File: src/rtl/cp_pkg.sv
package cp_pkg;

    localparam int REG_W     = 9;
    localparam int IDX_W     = 7;
    localparam int DEV_W     = 7;
    localparam int N_REGS    = 10;
    localparam int RST_IDX   = 15;
    localparam int LINK_A    = 0;
    localparam int LINK_B    = 1;
    localparam int LINK_BIT  = 8;
    localparam int BYTE_BITS = 8;
    localparam int CNT_W     = $clog2(BYTE_BITS + 1);
    localparam int WORD_W    = IDX_W + REG_W;
    localparam int BUS_W     = N_REGS * REG_W;

    typedef enum logic [2:0] {
        ST_IDLE,
        ST_ADDR,
        ST_ACK_ADDR,
        ST_DATA_HI,
        ST_ACK_HI,
        ST_DATA_LO,
        ST_ACK_LO
    } cp_state_e;

    function automatic logic [REG_W-1:0] reg_default(input int idx);
        if (idx == LINK_A || idx == LINK_B) return 9'h097;
        return '0;
    endfunction

    function automatic logic [BUS_W-1:0] default_bus();
        logic [BUS_W-1:0] b;
        for (int k = 0; k < N_REGS; k++) b[k*REG_W +: REG_W] = reg_default(k);
        return b;
    endfunction

endpackage

File: src/rtl/cp_sync.sv
module cp_sync #(
    parameter int STAGES = 2
) (
    input  logic clk,
    input  logic rst_n,
    input  logic scl_in,
    input  logic sda_in,
    output logic scl_s,
    output logic sda_s,
    output logic scl_rise,
    output logic scl_fall,
    output logic start_ev,
    output logic stop_ev
);

    logic [STAGES-1:0] scl_ff, sda_ff;
    logic              scl_d, sda_d;

    always_ff @(posedge clk or negedge rst_n) begin
        if (!rst_n) begin
            scl_ff <= '1;
            sda_ff <= '1;
            scl_d  <= 1'b1;
            sda_d  <= 1'b1;
        end else begin
            scl_ff <= {scl_ff[STAGES-2:0], scl_in};
            sda_ff <= {sda_ff[STAGES-2:0], sda_in};
            scl_d  <= scl_ff[STAGES-1];
            sda_d  <= sda_ff[STAGES-1];
        end
    end

    assign scl_s    = scl_ff[STAGES-1];
    assign sda_s    = sda_ff[STAGES-1];
    assign scl_rise = scl_s & ~scl_d;
    assign scl_fall = ~scl_s & scl_d;
    assign start_ev = scl_s & scl_d & sda_d & ~sda_s;
    assign stop_ev  = scl_s & scl_d & ~sda_d & sda_s;

endmodule

File: src/rtl/cp_fsm.sv
module cp_fsm
    import cp_pkg::*;
#(
    parameter logic [DEV_W-1:0] DEV_ADDR = 7'h1A
) (
    input  logic             clk,
    input  logic             rst_n,
    input  logic             sda_s,
    input  logic             scl_rise,
    input  logic             scl_fall,
    input  logic             start_ev,
    input  logic             stop_ev,
    output logic             sda_drive_low,
    output logic             wr_en,
    output logic [IDX_W-1:0] wr_idx,
    output logic [REG_W-1:0] wr_val
);

    localparam logic [CNT_W-1:0] FULL = CNT_W'(BYTE_BITS);

    cp_state_e         state;
    logic [CNT_W-1:0]  cnt;
    logic [7:0]        addr_sh;
    logic [WORD_W-1:0] word_sh;
    logic              addr_ok;

    assign addr_ok = (addr_sh[7:1] == DEV_ADDR) && !addr_sh[0];

    // State register with its shift datapath
    always_ff @(posedge clk or negedge rst_n) begin
        if (!rst_n) begin
            state   <= ST_IDLE;
            cnt     <= '0;
            addr_sh <= '0;
            word_sh <= '0;
        end else if (start_ev) begin
            state <= ST_ADDR;
            cnt   <= '0;
        end else if (stop_ev) begin
            state <= ST_IDLE;
        end else begin
            unique case (state)
                ST_IDLE: ;
                ST_ADDR: begin
                    if (scl_rise && cnt != FULL) begin
                        addr_sh <= {addr_sh[6:0], sda_s};
                        cnt     <= cnt + 1'b1;
                    end else if (scl_fall && cnt == FULL) begin
                        state <= addr_ok ? ST_ACK_ADDR : ST_IDLE;
                    end
                end
                ST_ACK_ADDR: begin
                    if (scl_fall) begin
                        state <= ST_DATA_HI;
                        cnt   <= '0;
                    end
                end
                ST_DATA_HI: begin
                    if (scl_rise && cnt != FULL) begin
                        word_sh <= {word_sh[WORD_W-2:0], sda_s};
                        cnt     <= cnt + 1'b1;
                    end else if (scl_fall && cnt == FULL) begin
                        state <= ST_ACK_HI;
                    end
                end
                ST_ACK_HI: begin
                    if (scl_fall) begin
                        state <= ST_DATA_LO;
                        cnt   <= '0;
                    end
                end
                ST_DATA_LO: begin
                    if (scl_rise && cnt != FULL) begin
                        word_sh <= {word_sh[WORD_W-2:0], sda_s};
                        cnt     <= cnt + 1'b1;
                    end else if (scl_fall && cnt == FULL) begin
                        state <= ST_ACK_LO;
                    end
                end
                ST_ACK_LO: begin
                    if (scl_fall) state <= ST_IDLE;
                end
                default: state <= ST_IDLE;
            endcase
        end
    end

    // Outputs decoded from the state
    always_comb begin
        sda_drive_low = 1'b0;
        wr_en         = 1'b0;
        unique case (state)
            ST_ACK_ADDR, ST_ACK_HI: sda_drive_low = 1'b1;
            ST_ACK_LO: begin
                sda_drive_low = 1'b1;
                wr_en         = scl_fall;
            end
            default: ;
        endcase
        wr_idx = word_sh[WORD_W-1 -: IDX_W];
        wr_val = word_sh[REG_W-1:0];
    end

endmodule

File: src/rtl/cp_regfile.sv
module cp_regfile
    import cp_pkg::*;
(
    input  logic             clk,
    input  logic             rst_n,
    input  logic             wr_en,
    input  logic [IDX_W-1:0] wr_idx,
    input  logic [REG_W-1:0] wr_val,
    output logic [BUS_W-1:0] reg_bus
);

    logic wipe;
    assign wipe = wr_en && (wr_idx == IDX_W'(RST_IDX));

    for (genvar k = 0; k < N_REGS; k++) begin : g_reg
        localparam int               PARTNER = (k == LINK_A) ? LINK_B :
                                               (k == LINK_B) ? LINK_A : k;
        localparam bit               LINKED  = (PARTNER != k);
        localparam logic [IDX_W-1:0] MY_IDX  = IDX_W'(k);
        localparam logic [IDX_W-1:0] PAR_IDX = IDX_W'(PARTNER);
        localparam logic [REG_W-1:0] DEF     = reg_default(k);

        logic [REG_W-1:0] val_q;
        logic             hit;

        assign hit = wr_en && ((wr_idx == MY_IDX) ||
                     (LINKED && wr_idx == PAR_IDX && wr_val[LINK_BIT]));

        always_ff @(posedge clk or negedge rst_n) begin
            if (!rst_n)   val_q <= DEF;
            else if (wipe) val_q <= DEF;
            else if (hit)  val_q <= wr_val;
        end

        assign reg_bus[k*REG_W +: REG_W] = val_q;
    end

endmodule

File: src/rtl/ctl_port_regs.sv
module ctl_port_regs
    import cp_pkg::*;
#(
    parameter logic [DEV_W-1:0] DEV_ADDR    = 7'h1A,
    parameter int               SYNC_STAGES = 2
) (
    input  logic             clk,
    input  logic             rst_n,
    input  logic             scl_in,
    input  logic             sda_in,
    output logic             sda_drive_low,
    output logic [BUS_W-1:0] reg_bus
);

    logic             scl_s, sda_s, scl_rise, scl_fall, start_ev, stop_ev;
    logic             wr_en;
    logic [IDX_W-1:0] wr_idx;
    logic [REG_W-1:0] wr_val;

    cp_sync #(.STAGES(SYNC_STAGES)) u_sync (
        .clk      (clk),
        .rst_n    (rst_n),
        .scl_in   (scl_in),
        .sda_in   (sda_in),
        .scl_s    (scl_s),
        .sda_s    (sda_s),
        .scl_rise (scl_rise),
        .scl_fall (scl_fall),
        .start_ev (start_ev),
        .stop_ev  (stop_ev)
    );

    cp_fsm #(.DEV_ADDR(DEV_ADDR)) u_fsm (
        .clk           (clk),
        .rst_n         (rst_n),
        .sda_s         (sda_s),
        .scl_rise      (scl_rise),
        .scl_fall      (scl_fall),
        .start_ev      (start_ev),
        .stop_ev       (stop_ev),
        .sda_drive_low (sda_drive_low),
        .wr_en         (wr_en),
        .wr_idx        (wr_idx),
        .wr_val        (wr_val)
    );

    cp_regfile u_regs (
        .clk     (clk),
        .rst_n   (rst_n),
        .wr_en   (wr_en),
        .wr_idx  (wr_idx),
        .wr_val  (wr_val),
        .reg_bus (reg_bus)
    );

endmodule

File: config.mk
export PLATFORM = sky130hd
export DESIGN_NAME = ctl_port_regs
export DESIGN_NICKNAME = d
export VERILOG_FILES = /design/src/rtl/cp_pkg.sv /design/src/rtl/cp_sync.sv /design/src/rtl/cp_fsm.sv /design/src/rtl/cp_regfile.sv /design/src/rtl/ctl_port_regs.sv
export SDC_FILE = /design/constraint.sdc
export NUM_CORES = 1
export LEC_CHECK = 0
export ABC_CLOCK_PERIOD_IN_PS = 2600
export CAP_MARGIN = 20
export CORE_ASPECT_RATIO = 1.1
export CORE_MARGIN = 10
export CORE_UTILIZATION = 53
export DETAILED_ROUTE_END_ITERATION = 16
export PLACE_DENSITY_LB_ADDON = 0.1
export SYNTH_ARGS = -nofsm -noshare
export SYNTH_HDL_FRONTEND = slang
export SYNTH_HIERARCHICAL = 1
export SYNTH_SLANG_ARGS = --single-unit
File: constraint.sdc
create_clock -name clk -period 2.6 [get_ports clk]
set_input_delay 0.39 -clock clk [delete_from_list [all_inputs] [get_ports clk]]
set_output_delay 0.39 -clock clk [all_outputs]
set_load 0.01 [all_outputs]
# Word level (Yosys, flattened, before mapping)
# Cells that the tools add are included.
totals:
  output_inout_bits: 91
  in_bits: 4
  reg_bits: 127
classes:
  n_reduce_logical: 40
  bitwise: 13
  mux: 40
  add_sub_neg: 1
  n_eq_ne: 32
ops:
  columns: ["operator", "n"]
  rows:
  - ["$mux W9", 20]
  - ["$mux W3", 11]
  - ["$eq A7 B3 Y1 const B", 4]
  - ["$ne A4 B3 Y1 const B", 6]
  - ["$eq A7 B4 Y1 const B", 3]
  - ["$pmux W3 S7", 1]
  - ["$reduce_bool A2 Y1", 10]
  - ["$logic_and A1 B1 Y1", 16]
  - ["$mux W4", 4]
  - ["$ne A4 B4 Y1 const B", 4]
  - ["$eq A7 B2 Y1 const B", 2]
  - ["$reduce_and A4 Y1", 3]
  - ["$reduce_and A10 Y1", 1]
  - ["$eq A3 B3 Y1 const B", 3]
  - ["$pmux W4 S2", 1]
  - ["$and A1 B1 Y1", 7]
  - ["$eq A7 B1 Y1 const B", 1]
  - ["$eq A7 B5 Y1 const B", 1]
  - ["$logic_not A7 Y1", 1]
  - ["$eq A3 B2 Y1 const B", 2]
  - ["$ne A3 B1 Y1 const B", 2]
  - ["$not A1 Y1", 6]
  - ["$reduce_or A3 Y1", 2]
  - ["$add A4 B1 Y4 const B", 1]
  - ["other kinds (11)", 14]

# Depth between registers and ports, before layout
depth:
  depth_word: 8
  ltp_mapped: 8
  ltp_nobuf: 6

# Cells and area by module
# The synthesis kept the hierarchy.
modules_own_cells:
  columns: ["module", "area_per_inst_um2", "cells_each", "n_inst"]
  rows:
  - ["cp_regfile", 4160.2, 416, 1]
  - ["cp_fsm", 1442.6, 114, 1]
  - ["cp_sync", 190.2, 10, 1]

# Least setup slack after synthesis
# OpenSTA, ideal clock, no wires.
synth_path:
  path_type: "register -> register"
  startpoint: "register u_sync.scl_d"
  endpoint: "register u_regs.g_reg[2].val_q[2]"
  path_buffers: 1
  path_stages_with_launch: 8
  path_slack_ps: 357
  required_ps: 2472
  arrival_ps: 2116
  cell_sequence: "dfstp_2 > nor2b_1 > nand2b_1 > nor2_1 > or4b_2 > clkbuf_1 > o21ai_0 > a21oi_1"
synth_between:
  elab_chain_len: 4
  elab_cells_between_ends: 6
  cone_classes: "mux: 2; bitwise: 1; reduce/logical: 3"
synth_lines:
  columns: ["item", "line_no", "rtl"]
  rows:
  - ["start: declaration", "cp_sync.sv:17", "logic scl_d, sda_d;"]
  - ["start signal: assignment", "cp_sync.sv:28", "scl_d <= scl_ff[STAGES-1];"]
  - ["$and A1 B1 Y1 *", "cp_sync.sv:36", "assign scl_fall = ~scl_s & scl_d;"]
  - ["net scl_fall", "ctl_port_regs.sv:15", "logic scl_s, sda_s, scl_rise, scl_fall, start_ev, stop_ev;"]
  - ["$mux W1 *", "cp_fsm.sv:92", "unique case (state)"]
  - ["net wr_en", "ctl_port_regs.sv:16", "logic wr_en;"]
  - ["$logic_and A1 B1 Y1, on equally long branches", "cp_regfile.sv:13, cp_regfile.sv:26", null]
  - ["$mux W9 / $reduce_bool A2 Y1 (equally long branches)", null, null]
  - ["end signal: assignment", "cp_regfile.sv:32", "else if (hit) val_q <= wr_val;"]
  - ["end: declaration", "cp_regfile.sv:23", "logic [REG_W-1:0] val_q;"]
# The timed path passes the listed nets; every way through them passes the cells marked *.
# A chain may end at the register's enable or synchronous reset.

# Worst setup path in the final report
layout_path:
  startpoint: "register u_sync.sda_ff[1]"
  endpoint: "register u_fsm.word_sh[12]"
layout_between:
  elab_chain_len: 4
  elab_cells_between_ends: 6
  cone_classes: "bitwise: 5; reduce/logical: 1"
layout_lines:
  columns: ["item", "line_no", "rtl"]
  rows:
  - ["start: declaration", "cp_sync.sv:16", "logic [STAGES-1:0] scl_ff, sda_ff;"]
  - ["start signal: assignment", "cp_sync.sv:27", "sda_ff <= {sda_ff[STAGES-2:0], sda_in};"]
  - ["$not A1 Y1", "cp_sync.sv:37", "assign start_ev = scl_s & scl_d & sda_d & ~sda_s;"]
  - ["$and A1 B1 Y1", "cp_sync.sv:37", null]
  - ["net start_ev", "ctl_port_regs.sv:15", null]
  - ["$not A1 Y1 (no line)", null, null]
  - ["$reduce_and A4 Y1 (no line)", null, null]
  - ["end signal: assignment", "cp_fsm.sv:60", "word_sh <= {word_sh[WORD_W-2:0], sda_s};"]
  - ["end signal: assignment", "cp_fsm.sv:74", "word_sh <= {word_sh[WORD_W-2:0], sda_s};"]
  - ["end: declaration", "cp_fsm.sv:24", "logic [WORD_W-1:0] word_sh;"]
# The timed path passes the listed nets, and every way through them passes these cells.

==> summary.txt <==
Cells and area
  – Share of cells above drive strength 1: 17.94%
  – # diodes: 0
  – Number of fill cells: 837
  – Area added between synthesis and finish: 29.46%
  – NumNets Final: 623

Routing
  – Routed wire per std cell: 20.16 µm
  – Pre-antenna DRT Iters: 5
  – DRC: 0
  – Number of DRC markers in iteration 0: 488
  – Routed WL: 15580 µm
  – Drt via density: 5.996
  – Via count: 4635
  – Final ANT Viol Nets: 0

CTS
  – Num CTS Buffers: 17
  – Root buf cell: clkbuf_16
  – CTS tree: built
  – Maximum clock insertion buffer count: 2
  – H-tree depth: 4
  – Hold_buf cts: 0
  – Clk pin slew, worst setup/hold paths: 0.06 ns
  – Worst-Skew Late Latency: 0.42 ns
  – CTS sink count: 127

Synthesis
  – Synth area leader: dfrtp_1
  – Post-synth top cells: dfrtp_1 (111), a21oi_1 (83), o21ai_0 (73)
  – Post-synth design cell area: 5793 µm²
  – Yosys cell types: 49
  – Syn nets: 546
  – Ys async rst share: 100.0%
  – Most frequent cell after synthesis: dfrtp_1
  – Syn. warnings: 6
  – #FFs+latches synth: 127
  – Share of the synthesized area in the top cell type: 47.95%
  – EDFF count, synth: 0
  – Prevailing post-synth register cell: dfrtp_1
  – Synth area leaders: dfrtp_1 (48%), dfstp_2 (7.3%), a21oi_1 (7.2%)
  – Post-Syn Instances: 540
  – Avg Synthesized Cell Area: 10.73 µm²
  – Register area share after synthesis: 55.21%

Worst setup path
  – Crit-path max FO: 16
  – Crit path DAT: 2.74 ns
  – CP required: 2.89 ns
  – Cell Chain, Critical Path: and4b_1 > or2_4 > or3_4 > nor2_4 > mux2_2
  – Critical path type: reg -> reg
  – Crit-path max cell delay: 0.56 ns
  – Worst Setup Start Kind: register
  – Flop-to-flop setup slack: 0.14 ns
  – CP endpoint kind: register
  – Slowest cell on the critical path: dfstp_2

Global route
  – All-Layer GR Usage: 19.88%
  – Grt ovf: 0
  – First-pass GRT wire length: 24980 µm
  – Largest net degree at the start of global routing: 128
  – Vias in the first global route: 4625
  – Antenna violations before repair: 0

Floorplanning
  – Core Area: 10540 µm²
  – Rows: 39
  – Initial Util: 54.96%
  – Die H: 129.7 µm
  – Die footprint: 15520 µm²
  – # IOs: 95
  – Die width: 119.7 µm

STA
  – Setup TNS: 0 ns
  – F_max: 407.0 MHz
  – Worst Tran Pin Value: 0.7421 ns
  – Fin crit share: 94.50%
  – Setup repair after global routing missed its margin: false
  – Worst Skew: 0.01388 ns
  – Minimum clock period after layout: 2.457 ns
  – Fin. Hold Viols: 0
  – Final Max Slew Viols: 0
  – Worst rel slew slack: 50.48%
  – Final setup violation count: 0
  – Final WS setup: 0.1430 ns

Pwr
  – Leakage Power: 3.206 nW
  – Power Density: 625.9 nW/µm²
  – IR drop worst, VDD: 399.4 µV

Place
  – DP Wirelength: 9484 µm
  – I/O Buffers: 94
  – Setup WS pre-CTS: 0.1740 ns
  – Routability Congestion: 0.8341

Job
  – Max Cap Viol: 0

Outcome
  – Status: complete, no violations

Worst hold path
  – Worst hold-check path type: in -> async
[sequential cells by signal, indices dropped and copies added, names as in the netlist]
register        count
u_fsm/addr_sh       8
u_fsm/cnt           4
u_fsm/state         3
u_fsm/word_sh      16
u_regs/g.val_q     90
u_sync/scl_d        1
u_sync/scl_ff       2
u_sync/sda_d        1
u_sync/sda_ff       2
[where the power goes]
part           total (mW)  internal, mW  switching, mW
sequential           2.01          2.00         0.0129
combinational      0.0716        0.0212         0.0504
clock                2.61          1.73          0.884
[per-stage QoR]
stage                     hold WS [ns]  cells  util, %  cell area [µm²]  power, mW
after CTS                       0.1191    772    71.05             7488      4.712
final                          0.08807    773    71.15             7500      4.694
after global placement          0.3475    740    64.84             6834      2.113
after global routing            0.1235    773    71.15             7500      4.824
after detailed placement        0.3487    740    64.84             6834      2.118
after floorplan                0.09441    540        -             5793      2.063
[critical path, delay by kind of cell (launching register included)]
family	cells	cell delay [ns]
flip-flops	1	0.56
multiplexers	1	0.40
AND/OR/NAND/NOR	4	1.37
[layout by cell type (no fill, tap or decap), types with 2 or more instances in the layout]
master           count
a32o_1               2
a21oi_1             83
o21ai_0             73
mux2_2              35
bufinv_16            5
nand2_1              7
nor4bb_1             3
clkbuf_16           17
mux2i_1             19
inv_1                9
dfstp_2             16
buf_12               3
nand2b_1             3
ha_1                 2
nand4b_1             3
nand4bb_1            3
dfrtp_1            111
clkinvlp_4           4
o2bb2ai_1            3
nor2_4               2
clkinv_4             2
buf_4               14
clkdlybuf4s50_1     93
nand3_1             65
nor2b_1              7
nor3_1               3
and4b_1              4
nor2_1              11
[area by class of cell]
class                   count  area (µm²)  share of cell area (%)
multi-input cells         352        2338                   31.18
flip-flops and latches    127        3198                   42.64
clock buffers              19       442.9                   5.906
repair buffers            110        1096                   14.61
well taps                 143       178.9                   2.386
clock inverters            13       211.5                   2.819
inverters                   9       33.78                  0.4505
[logic make-up after synthesis]
group                    Yosys count  share of synthesized area [%]
multiplexers                      54                          10.09
XOR/XNOR                           1                         0.1512
adder cells (fa/ha/maj)            2                         0.4319
buffers and inverters             61                          4.903
AO/OA/AOI/OAI                    166                          15.16
AND/OR/NAND/NOR                  129                          14.06
flip-flops                       127                          55.21
[worst paths after layout]
check | startpoint | to | cells after the start
max in group asynchronous | rst_n | u_regs/g_reg[7].val_q[7]$_DFFE_PN0P_ | 2
min | rst_n | u_fsm/addr_sh[4]$_DFFE_PN0P_ | 2
max reg2reg | u_sync/sda_ff[1]$_DFF_PN1_ | u_fsm/word_sh[12]$_DFFE_PN0P_ | 5
min in group clk | u_sync/sda_ff[0]$_DFF_PN1_ | u_sync/sda_ff[1]$_DFF_PN1_ | 0
max | u_sync/sda_ff[1]$_DFF_PN1_ | u_fsm/word_sh[12]$_DFFE_PN0P_ | 5
min reg2reg | u_sync/sda_ff[0]$_DFF_PN1_ | u_sync/sda_ff[1]$_DFF_PN1_ | 0
[what timing repair did]
item                                    CTS  global route
endpoints found under the setup margin    0            63
gates resized for setup                   0             1
setup buffers                             0             1
[layer usage]
metal / part of all wire (%) / global-route usage (%) / vias up
met1: 41 / 24.53 / 2313
li1: - / - / 2103
met3: 7.8 / 6.169 / 23
met2: 49 / 32.38 / 196
met5: 0 / 0 / -
met4: 1.7 / 7.173 / 0
(Power assumes the default switching activity.)
